**config.mk**
```make
export PLATFORM = sky130hd
export DESIGN_NAME = planeSeqReg
export DESIGN_NICKNAME = d
export VERILOG_FILES = /design/src/rtl/planeSeqPkg.sv /design/src/rtl/planeRateGen.sv /design/src/rtl/planeSeqCtrl.sv /design/src/rtl/planeSeqDp.sv /design/src/rtl/planeSeqReg.sv
export SDC_FILE = /design/constraint.sdc
export NUM_CORES = 1
export LEC_CHECK = 0
export ABC_AREA = 0
export BUFFER_PORTS_ARGS = -buffer_cell sky130_fd_sc_hd__buf_2
export CAP_MARGIN = 20
export CORE_ASPECT_RATIO = 0.9
export CORE_MARGIN = 2
export CORE_UTILIZATION = 55
export CTS_CLUSTER_SIZE = 8
export DETAILED_ROUTE_END_ITERATION = 12
export PLACE_DENSITY = 0.77
export RECOVER_POWER = 50
export SYNTH_ARGS = -nofsm -noshare
export SYNTH_HDL_FRONTEND = slang
export SYNTH_HIERARCHICAL = 1
export SYNTH_SLANG_ARGS = --single-unit
export TNS_END_PERCENT = 100
```
**constraint.sdc**
```tcl
create_clock -name clk -period 3.2 [get_ports clk]
set_clock_uncertainty 0.1 [all_clocks]
set_input_delay 0 -clock clk [delete_from_list [all_inputs] [get_ports clk]]
set_output_delay 0 -clock clk [all_outputs]
set_load 0.02 [all_outputs]
```
**src/rtl/planeSeqPkg.sv**
```systemverilog
package planeSeqPkg;
  localparam int CFG_W      = 8;
  localparam int RATE_W     = 6;
  localparam int NUM_PLANES = 4;
  localparam int PLANE_W    = $clog2(NUM_PLANES);

  typedef struct packed {
    logic              fastUnit;
    logic              autoMode;
    logic [RATE_W-1:0] field;
  } seqCfg_t;

  typedef struct packed {
    logic cfgLoad;
    logic autoStart;
    logic advance;
  } seqStrobe_t;
endpackage

```
**src/rtl/planeRateGen.sv**
```systemverilog
module planeRateGen #(
  parameter int REF_TICKS = 256,
  parameter int RATE_W    = 6
) (
  input  logic              clk,
  input  logic              rstN,
  input  logic              clear,
  input  logic              autoMode,
  input  logic              fastUnit,
  input  logic [RATE_W-1:0] rate,
  input  logic              secTick,
  input  logic              refTick,
  output logic              stepPulse
);
  localparam int ACC_W = $clog2(REF_TICKS + (1 << RATE_W));

  logic [ACC_W-1:0]  acc, accSum;
  logic [RATE_W-1:0] secCnt;
  logic rateLive, slowHit, fastHit, slowEn, fastEn;

  always_comb begin
    rateLive = autoMode && (rate != '0);
    slowEn   = rateLive && !fastUnit && secTick;
    fastEn   = rateLive && fastUnit && refTick;
    accSum   = acc + ACC_W'(rate);
    slowHit  = slowEn && (secCnt == rate - 1'b1);
    fastHit  = fastEn && (accSum >= ACC_W'(REF_TICKS));
    stepPulse = !clear && (slowHit || fastHit);
  end

  always_ff @(posedge clk) begin
    if (!rstN || clear) begin
      secCnt <= '0;
      acc    <= '0;
    end else begin
      if (slowEn) secCnt <= slowHit ? '0 : secCnt + 1'b1;
      if (fastEn) acc <= fastHit ? accSum - ACC_W'(REF_TICKS) : accSum;
    end
  end

  // consecutive fast steps are never on adjacent cycles
  p_fast_gap_r7: assert property (@(posedge clk) disable iff (!rstN)
    (fastHit && !clear) |=> !fastHit);

  // second counter stays below the programmed rate
  p_slow_bound_r6: assert property (@(posedge clk) disable iff (!rstN)
    (rateLive && !fastUnit) |-> (secCnt < rate));
endmodule

```
**src/rtl/planeSeqCtrl.sv**
```systemverilog
module planeSeqCtrl
  import planeSeqPkg::*;
#(
  parameter int REF_TICKS = 256
) (
  input  logic               clk,
  input  logic               rstN,
  input  logic               commit,
  input  logic [CFG_W-1:0]   wrData,
  input  logic               secTick,
  input  logic               refTick,
  input  logic               twoPlane,
  output seqStrobe_t         strobe,
  output logic [PLANE_W-1:0] manualSel
);
  seqCfg_t cfg, newCfg;
  logic    stepPulse;

  always_comb begin
    newCfg           = seqCfg_t'(wrData);
    strobe.cfgLoad   = commit && !newCfg.autoMode;
    strobe.autoStart = commit && newCfg.autoMode;
    strobe.advance   = stepPulse;
    manualSel        = twoPlane ? {{(PLANE_W-1){1'b0}}, newCfg.field[0]}
                                : newCfg.field[PLANE_W-1:0];
  end

  always_ff @(posedge clk) begin
    if (!rstN)       cfg <= '0;
    else if (commit) cfg <= newCfg;
  end

  planeRateGen #(.REF_TICKS(REF_TICKS), .RATE_W(RATE_W)) i_rateGen (
    .clk      (clk),
    .rstN     (rstN),
    .clear    (commit),
    .autoMode (cfg.autoMode),
    .fastUnit (cfg.fastUnit),
    .rate     (cfg.field),
    .secTick  (secTick),
    .refTick  (refTick),
    .stepPulse(stepPulse)
  );

  // no stepping while in manual mode
  p_manual_still_r11: assert property (@(posedge clk) disable iff (!rstN)
    !cfg.autoMode |-> !strobe.advance);

  // zero rate never steps
  p_zero_rate_r10: assert property (@(posedge clk) disable iff (!rstN)
    (cfg.field == '0) |-> !strobe.advance);
endmodule

```
**src/rtl/planeSeqDp.sv**
```systemverilog
module planeSeqDp
  import planeSeqPkg::*;
(
  input  logic               clk,
  input  logic               rstN,
  input  seqStrobe_t         strobe,
  input  logic [PLANE_W-1:0] manualSel,
  input  logic               twoPlane,
  output logic [PLANE_W-1:0] plane
);
  logic [PLANE_W-1:0] lastPlane;

  always_comb lastPlane = twoPlane ? PLANE_W'(1) : PLANE_W'(NUM_PLANES - 1);

  always_ff @(posedge clk) begin
    if (!rstN)                 plane <= '0;
    else if (strobe.autoStart) plane <= '0;
    else if (strobe.cfgLoad)   plane <= manualSel;
    else if (strobe.advance)   plane <= (plane >= lastPlane) ? '0 : plane + 1'b1;
  end

  // four-plane wrap
  p_wrap_four_r8: assert property (@(posedge clk) disable iff (!rstN)
    (strobe.advance && !strobe.cfgLoad && !strobe.autoStart && !twoPlane
     && plane == PLANE_W'(NUM_PLANES - 1)) |=> (plane == '0));

  // two-plane wrap
  p_wrap_two_r9: assert property (@(posedge clk) disable iff (!rstN)
    (strobe.advance && !strobe.cfgLoad && !strobe.autoStart && twoPlane
     && plane >= PLANE_W'(1)) |=> (plane == '0));
endmodule

```
**src/rtl/planeSeqReg.sv**
```systemverilog
module planeSeqReg #(
  parameter int REF_TICKS = 256
) (
  input  logic       clk,
  input  logic       rstN,
  input  logic       commit,
  input  logic [7:0] wrData,
  input  logic       secTick,
  input  logic       refTick,
  input  logic       twoPlane,
  output logic [1:0] curPlane
);
  import planeSeqPkg::*;

  seqStrobe_t         strobe;
  logic [PLANE_W-1:0] manualSel;

  planeSeqCtrl #(.REF_TICKS(REF_TICKS)) i_ctrl (
    .clk      (clk),
    .rstN     (rstN),
    .commit   (commit),
    .wrData   (wrData),
    .secTick  (secTick),
    .refTick  (refTick),
    .twoPlane (twoPlane),
    .strobe   (strobe),
    .manualSel(manualSel)
  );

  planeSeqDp i_dp (
    .clk      (clk),
    .rstN     (rstN),
    .strobe   (strobe),
    .manualSel(manualSel),
    .twoPlane (twoPlane),
    .plane    (curPlane)
  );

  // entering auto mode starts at plane 0
  p_auto_start_r5: assert property (@(posedge clk) disable iff (!rstN)
    (commit && wrData[6]) |=> (curPlane == 2'd0));

  // four-plane manual selection
  p_manual_pick_r2: assert property (@(posedge clk) disable iff (!rstN)
    (commit && !wrData[6] && !twoPlane) |=> (curPlane == $past(wrData[1:0])));
endmodule

```
# --- Word-level counts from Yosys, hierarchy flattened ---
# Cells that the tools add are included.
op_classes:
  add_sub_neg: 5
  magnitude_cmp: 2
  n_eq_ne: 1
  n_mux: 7
  bitwise: 1
  reduce_logical: 19
ops:
  columns: ["operator", "count"]
  rows:
  - ["logical AND 1 bit", 10]
  - ["two-way mux 2 bit", 5]
  - ["adder 9 x 6 -> 9 bit", 1]
  - [">= comparator 9 bit, second input constant", 1]
  - ["two-way mux 9 bit", 1]
  - ["subtractor 9 bit, second input constant", 1]
  - ["adder 6 x 1 -> 6 bit, second input constant", 1]
  - ["equality test 6 bit", 1]
  - ["two-way mux 6 bit", 1]
  - ["nonzero test 6 bit", 1]
  - ["subtractor 6 x 1 -> 6 bit, second input constant", 1]
  - ["logical NOT 1 bit", 4]
  - ["adder 2 x 1 -> 2 bit, second input constant", 1]
  - [">= comparator 2 bit", 1]
  - ["logical OR 1 bit", 2]
  - ["nonzero test 2 bit", 1]
  - ["OR reduction 2 bit", 1]
  - ["NOT 1 bit", 1]
totals:
  regBits: 25

# --- Longest topological paths before layout ---
# Gate-level depths: netlist (run 1).
depth:
  ltp_word: 9
  mapped_depth: 11
  ltp_nobuf: 10

# --- Cells and area by module ---
# Netlist (run 1), hierarchy kept.
modules_own_cells:
  columns: ["module", "n_inst", "cells_per_inst", "area_per_inst_um2", "seq_area_each_um2"]
  rows:
  - ["planeRateGen", 1, 125, 1089.8, 300.3]
  - ["planeSeqCtrl", 1, 30, 335.3, 160.2]
  - ["planeSeqDp", 1, 15, 138.9, 40.0]

# --- Worst setup path before layout (run 1) ---
# Ideal clock, no wire load.
synth_timing:
  kind: "register -> register"
  start: "register i_ctrl/cfg[0] in the netlist's numbering"
  end: "register i_dp.plane[1]"
  setup_ns: 0.121
  arrival_ns: 2.382
  required_ns: 2.979
  slack_ns: 0.597
  path_stages_with_launch: 12
  n_path_buf: 1
  synth_period_minus_slack_ns: 2.603
  path_cell_list: "dfxtp_1 -> ha_1 -> fa_1 -> a211oi_1 -> o21ai_0 -> o2111ai_1 -> mux2i_1 -> a21oi_1 -> buf_4 -> and4bb_1 -> a221oi_2 -> nor3_1"
synth_via:
  elab_chain_len: 8
  word_cells_on_any_way: 15
synth_lines:
  columns: ["element", "line", "text"]
  rows:
  - ["start, declared", "planeSeqCtrl.sv:16", "seqCfg_t cfg, newCfg;"]
  - ["start signal, assigned", "planeSeqCtrl.sv:30", "else if (commit) cfg <= newCfg;"]
  - ["parallel branches: the longest is 5 deep, another holds adder 9 x 6 -> 9 bit", null, null]
  - ["logical OR 1 bit (*)", "planeRateGen.sv:28", "stepPulse = !clear && (slowHit || fastHit);"]
  - ["logical AND 1 bit (*)", "planeRateGen.sv:28", null]
  - ["via i_ctrl.stepPulse", "planeSeqCtrl.sv:17", "logic stepPulse;"]
  - ["nonzero test 2 bit (no line) (*)", null, null]
  - ["end signal, assigned", "planeSeqDp.sv:18", "else if (strobe.cfgLoad) plane <= manualSel;"]
  - ["end signal, assigned", "planeSeqDp.sv:19", "else if (strobe.advance) plane <= (plane >= lastPlane) ? '0 : plane + 1'b1;"]
  - ["end, declared", "planeSeqDp.sv:9", "output logic [PLANE_W-1:0] plane"]
# Mark *: on every way through the listed nets, which the timed path passes.
# A chain may end at the register's enable or synchronous reset.

==> results of run 1 <==
[layout make-up]
| class | instances | area [sq um] | area share (%) |
|---|---|---|---|
| tap | 40 | 50.05 | 2.736 |
| multi-input combinational | 133 | 987.2 | 53.97 |
| inverter | 6 | 22.52 | 1.231 |
| timing repair buffer | 32 | 242.7 | 13.27 |
| clock buffer | 4 | 26.28 | 1.436 |
| sequential | 25 | 500.5 | 27.36 |
[how the worst max path moves through the flow]
stage	startpoint	end	slack (ns)	depth (start not counted)
5_1_grt	i_ctrl/cfg[0]	i_dp/plane[1]	0.11	10
3_5_place_dp	i_ctrl/cfg[0]	i_dp/plane[1]	0.40	10
3_3_place_gp	i_ctrl/cfg[0]	i_dp/plane[1]	0.51	10
6_report	i_ctrl/cfg[0]	i_dp/plane[1]	0.27	10
2_1_floorplan	i_ctrl/cfg[0]	i_dp/plane[1]	0.60	11
4_1_cts	i_ctrl/cfg[0]	i_dp/plane[1]	0.35	10
[state kept, by name, summed over array words and instances (netlist names)]
register / flops
i_dp/plane: 2
i_ctrl/i_rateGen/secCnt: 6
i_ctrl/cfg: 8
i_ctrl/i_rateGen/acc: 9
[cells by family (layout without fill, tap and decap cells)]
family,count (synthesis),after routing
AOI/OAI and AO/OA,31,31
xor gates and xnor gates,16,16
adders and majority gates,11,11
buffers and inverters,12,42
DFF,25,25
muxes,11,11
and+or+nand+nor,64,64
[critical path: stages (launching register included)]
cell	delay, ns
dfxtp_1	0.39
ha_1	0.26
fa_1	0.44
a211oi_1	0.37
o21ai_0	0.16
o2111ai_1	0.16
mux2i_1	0.28
a21oi_1	0.15
and4bb_1	0.23
a221oi_2	0.22
nor3_1	0.07
[Yosys cell counts (all sizes together), types with 2 or more instances]
master / instances / share of area, %
a211oi: 3 / 1.4
a21oi: 9 / 2.9
and3: 2 / 0.80
buf: 5 / 2.9
dfxtp: 25 / 32
ha: 10 / 8.0
inv: 6 / 1.4
mux2i: 11 / 7.0
nand2: 6 / 1.4
nand2b: 2 / 0.80
nand4: 4 / 1.6
nor2: 13 / 3.1
nor2b: 15 / 6.0
nor3: 12 / 3.8
nor3b: 3 / 1.4
o2111ai: 2 / 2.2
o21a: 3 / 1.4
o21ai: 5 / 1.6
o21bai: 2 / 0.96
or3: 2 / 1.1
xnor2: 11 / 6.2
xor2: 5 / 2.8
[cell usage in the layout, fill, tap and decap left out, types with 9 or more instances in the layout]
cell / synthesis / routed
a21oi_1: 9 / 9
buf_2: 0 / 13
dfxtp_1: 25 / 25
dlygate4sd3_1: 0 / 17
ha_1: 10 / 10
mux2i_1: 11 / 11
nor2_1: 13 / 13
nor2b_1: 15 / 15
nor3_1: 12 / 12
xnor2_1: 11 / 11
[per-stage QoR]
step | util (%) | total power (W) | instances | worst slack, ns | instance area, sq um
detailed placement | 60.19 | 0.0004221 | 219 | 0.3971 | 1640
CTS | 67.40 | 0.0005830 | 240 | 0.3452 | 1837
global route | 67.13 | 0.0006051 | 240 | 0.1086 | 1829
floorplan | - | 0.0003991 | 170 | 0.5968 | 1564
global placement | 60.19 | 0.0004173 | 219 | 0.5142 | 1640
finish | 67.13 | 0.0005759 | 240 | 0.2699 | 1829
[metal layers]
metal  share of wire (%)  global-route usage [%]
met2                  50                   42.93
met5                   0                       0
met4                 1.9                   9.259
met3                 3.3                   6.147
met1                  45                   25.83
[power groups by stage]
stage                     clock network (W)  registers (W)   logic, W
after floorplan                           0       0.000335  0.0000638
after global placement                    0       0.000336  0.0000809
after detailed placement                  0       0.000337  0.0000851
after CTS                          0.000151       0.000330   0.000102
after global routing               0.000162       0.000331   0.000112
final                              0.000143       0.000330   0.000102
==> flow_summary.json, run 1 <==
{
  "arrival_ns": 3.06,
  "drv_cap": 0,
  "worst-endpoint-required_ns": 3.33,
  "postCtsSetupBuffers": 0,
  "placementRows": 18,
  "slew_at_the_pin_closest_to_its_max_slew_limit_ns": 0.5714,
  "timing.hold.worst_endpoint": "i_ctrl/i_rateGen/acc[5]",
  "fillCellCount": 220,
  "critical_path.reg2reg.startpoint": "i_ctrl/cfg[0]",
  "cellInternalPower_w": 0.0004211,
  "path_class": "register to register",
  "p_switching_w": 0.0001548,
  "cts_inserted_buffers": 3,
  "startpoint_of_the_most_critical_hold_path": "refTick",
  "synth-adder-area-share_pct": 9.280,
  "cts_tree": "done",
  "synth.net_count": 195,
  "syn_inst": 170,
  "grt_overflow_total": 0,
  "die_height_microns": 54.59,
  "p_per_cell_area_nw_per_um2": 314.8,
  "outcome": "finished, final reports clean",
  "drtAntennaViolNets": 0,
  "antenna-diode-count": 0,
  "slew_headroom_pct": 61.91,
  "clock_tree.root_cell": "clkbuf_4",
  "postRouteWirelength_microns": 3489,
  "portBuffers": 15,
  "min_path_type": "input port to register",
  "max_fclk_ghz": 0.3413,
  "clock-sinks": 25,
  "crit-reg2reg-capture": "i_dp/plane[1]",
  "finalHoldWorstSlack_ns": 0.06806,
  "avgSynthCellArea_sq_um": 9.200,
  "grt_antenna_before_repair": 0,
  "crit_path_end_kind": "register",
  "ys.flop_type": "dfxtp_1",
  "synthXorXnorAreaFrac_pct": 8.960,
  "hold_path_depth": 4,
  "synth_compound_area_share_pct": 15.04,
  "synth-async-reset-ratio_pct": 0,
  "drive_above_1_share_pct": 11.00,
  "drt_pass1_iterations": 4,
  "via_count": 1354,
  "place_hpwl_microns": 2372,
  "reg2regPathDepth": 10,
  "p_clk_share_pct": 24.9,
  "synth_cell_type_count": 39,
  "ys_seq_area_share_pct": 32.00,
  "fp.dieArea_sq_um": 3287,
  "pin_count": 16,
  "hold_violations": 0,
  "power.leakage_nw": 0.7719,
  "cts_max_level": 1,
  "post_cts_resized": 0,
  "clk_pin_slew_ns": 0.13,
  "comb_power_share_pct": 17.8,
  "setup.worst_path.start_class": "register",
  "finalNetCount": 226,
  "timing.critical_path.fanout_max": 6,
  "netSwitchingFraction_pct": 26.89,
  "first_global_vias": 1294,
  "drt_first_iter_violations": 79,
  "grt_first_pass_wirelength_microns": 5547,
  "ctsHoldBuffers": 17,
  "core-area_sq_um": 2725,
  "period_share_pct": 91.56,
  "share_seq_of_total_power_pct": 57.3,
  "route.detailed.drc": 0,
  "largest_family_of_logic_cells_by_synthesized_area": "simple AND/OR/NAND/NOR gates",
  "synth_simple_gate_area_share_pct": 23.12,
  "post_synthesis_register_bit_count": 25,
  "clk_latency_ns": 0.32,
  "power.ir.vdd_worst_mv": 0.2275,
  "grtUsageTotal_pct": 23.42,
  "place_congestion": 0.9321,
  "post-route-min-period_ns": 2.930,
  "count_of_endpoints_failing_setup_in_the_final_report": 0,
  "synth-edff-count": 0,
  "final_count_of_pins_violating_max_slew": 0,
  "setup-tns-final_ns": 0,
  "synthesis.yosys.warnings": 6,
  "cts-root-to-sink-buffers": 2,
  "via_per_inst": 5.642,
  "area_of_the_mapped_netlist_sq_um": 1564,
  "wl_per_cell_microns": 14.54,
  "initial_utilization_pct": 57.39,
  "grt_max_degree": 18,
  "die_width_microns": 60.21,
  "post_synth_mux_area_share_pct": 7.040,
  "rsz0062_at_grt": "no",
  "r2r_slack_ns": 0.27,
  "areaGrowthSynthToFinish_pct": 16.96
}
(Power assumes the default switching activity.)
==> run 2, diff against run 1 <==
- CELL_PAD_IN_SITES_DETAIL_PLACEMENT: not set -> 2
- CELL_PAD_IN_SITES_GLOBAL_PLACEMENT: not set -> 2
- CORE_UTILIZATION: 55 -> 36
- PLACE_DENSITY: 0.77 -> 0.8
==> run 2 against run 1 <==
Net effect: register-to-register slack improved by 0.05 ns; clock-buffer cell count unchanged; die area rose by 49%; cell count rose by 2.5%; global-route usage shrank 2.9 points; combinational power about the same; worst setup slack better by 0.051 ns; sequential share of layout area decreased by 0.17 points; critical path depth stayed put; worst hold slack better by 0.075 ns; via count is 0.37% lower; critical path type unchanged; critical endpoint unchanged; largest cell class unchanged.
==> flow_summary.json, run 2 (synthesis results as in run 1) <==
{
  "setup.worst_path.start_class": "register",
  "place_hpwl_microns": 3232,
  "period_share_pct": 89.97,
  "clk_latency_ns": 0.27,
  "first_global_vias": 1556,
  "crit-reg2reg-capture": "i_dp/plane[1]",
  "hold_path_depth": 3,
  "p_per_cell_area_nw_per_um2": 341.3,
  "ff_latch_area_sq_um": 500.5,
  "p_switching_w": 0.0001692,
  "min_path_type": "input port to register",
  "timing.hold.worst_endpoint": "i_ctrl/i_rateGen/secCnt[0]",
  "mostFrequentLayoutCells": "25 x dfxtp_1, 15 x dlygate4sd3_1, 15 x nor2b_1",
  "max_fclk_ghz": 0.3473,
  "grt_overflow_total": 0,
  "rsz0062_at_grt": "no",
  "fillCellCount": 459,
  "largest_register_ff_count": 9,
  "clock-sinks": 25,
  "drive_above_1_share_pct": 10.61,
  "cts_tree": "done",
  "drt_pass1_iterations": 4,
  "drtAntennaViolNets": 0,
  "outcome": "finished, final reports clean",
  "cts_inserted_buffers": 3,
  "final_count_of_pins_violating_max_slew": 0,
  "dpl-instance-area_sq_um": 1650,
  "portBuffers": 15,
  "grt_antenna_before_repair": 0,
  "cts_max_level": 1,
  "grt_max_degree": 18,
  "postRouteWirelength_microns": 4562,
  "pin_count": 16,
  "drv_cap": 0,
  "wl_per_cell_microns": 18.54,
  "reg2regPathDepth": 10,
  "p_clk_share_pct": 30.8,
  "hold_violations": 0,
  "power.leakage_nw": 0.7628,
  "grtUsageTotal_pct": 20.52,
  "met1_usage_pct": 22.31,
  "areaGrowthSynthToFinish_pct": 17.68,
  "crit_path_max_incr_delay_ns": 0.46,
  "timing.critical_path.slowest_stage_cell": "fa_1",
  "slew_at_the_pin_closest_to_its_max_slew_limit_ns": 0.6004,
  "netSwitchingFraction_pct": 26.93,
  "die_height_microns": 66.53,
  "finalNetCount": 224,
  "met3_usage_pct": 4.539,
  "power.ir.vdd_worst_mv": 0.1744,
  "via_count": 1349,
  "count_of_endpoints_failing_setup_in_the_final_report": 0,
  "post-route-min-period_ns": 2.879,
  "path_cells": "ha_1 > fa_1 > a211oi_2 > o21ai_0 > o2111ai_1 > mux2i_1 > a21oi_1 > o21ai_0 > a221oi_2 > nor3_1",
  "cts-root-to-sink-buffers": 2,
  "crit_path_end_kind": "register",
  "share_seq_of_total_power_pct": 52.6,
  "largestRegisters": "i_ctrl/i_rateGen/acc: 9 flops, i_ctrl/cfg: 8 flops, i_ctrl/i_rateGen/secCnt: 6 flops",
  "core-area_sq_um": 4129,
  "path_class": "register to register",
  "fp.dieArea_sq_um": 4888,
  "drt_first_iter_violations": 20,
  "critical_path.reg2reg.startpoint": "i_ctrl/cfg[0]",
  "comb_power_share_pct": 16.6,
  "clk_pin_slew_ns": 0.09,
  "initial_utilization_pct": 37.88,
  "die_width_microns": 73.48,
  "timing.critical_path.fanout_max": 6,
  "r2r_slack_ns": 0.32,
  "antenna-diode-count": 0,
  "worst-endpoint-required_ns": 3.26,
  "global_routing_s_busiest_layer": "met2",
  "via_per_inst": 5.484,
  "grtUsageMet2_pct": 39.40,
  "setup-tns-final_ns": 0,
  "finalHoldWorstSlack_ns": 0.1432,
  "slew_headroom_pct": 59.97,
  "final_design_area_no_fill_sq_um": 1841,
  "place_congestion": 0.7767,
  "area_occupied_by_multi_input_gates_sq_um": 992.2,
  "clock_tree.root_cell": "clkbuf_8",
  "layout.cells.most_common": "dfxtp_1",
  "top_reg_by_flops": "i_ctrl/i_rateGen/acc",
  "grt_first_pass_wirelength_microns": 7507,
  "critical_path.most_common_cell": "o21ai_0",
  "arrival_ns": 2.94,
  "postCtsSetupBuffers": 0,
  "route.detailed.drc": 0,
  "placementRows": 22,
  "cellInternalPower_w": 0.0004590,
  "startpoint_of_the_most_critical_hold_path": "secTick"
}
==> run 2: metrics by stage <==
step,std cells,total power (W),setup WS [ns],util [%]
finish,246,0.0006282,0.3209,44.58
floorplan,170,0.0003991,0.5968,-
global route,246,0.0006673,0.09663,44.58
detailed placement,227,0.0004280,0.2417,39.97
global placement,227,0.0004205,0.4619,39.97
CTS,246,0.0006384,0.1823,44.70
==> run 2: layout make-up <==
type                       instances  share of cell area (%)
clock buffer                       4                   2.447
timing repair buffer              30                   11.96
multi-input combinational        133                   53.91
inverter                           6                   1.224
tap                               48                   3.263
sequential                        25                   27.19
==> run 2: layer usage <==
| layer | routed length, microns | up-vias | share of wire [%] |
|---|---|---|---|
| li1 | - | 655 | - |
| met1 | 2001 | 668 | 44 |
| met2 | 2372 | 20 | 52 |
| met3 | 128 | 6 | 2.8 |
| met4 | 60 | 0 | 1.3 |
| met5 | 0 | - | 0 |
==> run 2: how the worst max path moves through the flow <==
| stage | to | start | cells past startpoint |
|---|---|---|---|
| global placement | i_dp/plane[1] | i_ctrl/cfg[0] | 10 |
| detailed placement | i_dp/plane[1] | i_ctrl/cfg[0] | 10 |
| floorplan | i_dp/plane[1] | i_ctrl/cfg[0] | 11 |
| CTS | i_dp/plane[1] | i_ctrl/cfg[0] | 10 |
| finish | i_dp/plane[1] | i_ctrl/cfg[0] | 10 |
| global route | i_dp/plane[1] | i_ctrl/cfg[0] | 10 |
==> run 2: power by group through the flow <==
stage / Sequential, W / Combinational [W] / Clock [W]
after global routing: 0.000332 / 0.000113 / 0.000222
after global placement: 0.000337 / 0.0000836 / 0
after detailed placement: 0.000338 / 0.0000899 / 0
after CTS: 0.000331 / 0.000105 / 0.000202
after floorplan: 0.000335 / 0.0000638 / 0
final: 0.000331 / 0.000104 / 0.000193
==> run 2: worst max-delay path: cells and delay by family, from the launching register on <==
| kind | cells | cell delay, ns |
|---|---|---|
| simple gates | 1 | 0.08 |
| flops | 1 | 0.39 |
| fa+ha+maj | 2 | 0.75 |
| compound gates | 6 | 1.32 |
| mux | 1 | 0.13 |
==> run 2: what timing repair did <==
action / CTS / global route
gates resized for setup: 0 / 1
hold buffers: 15 / 0
setup endpoints to repair: 0 / 1
endpoints found under the hold margin: 10 / 0
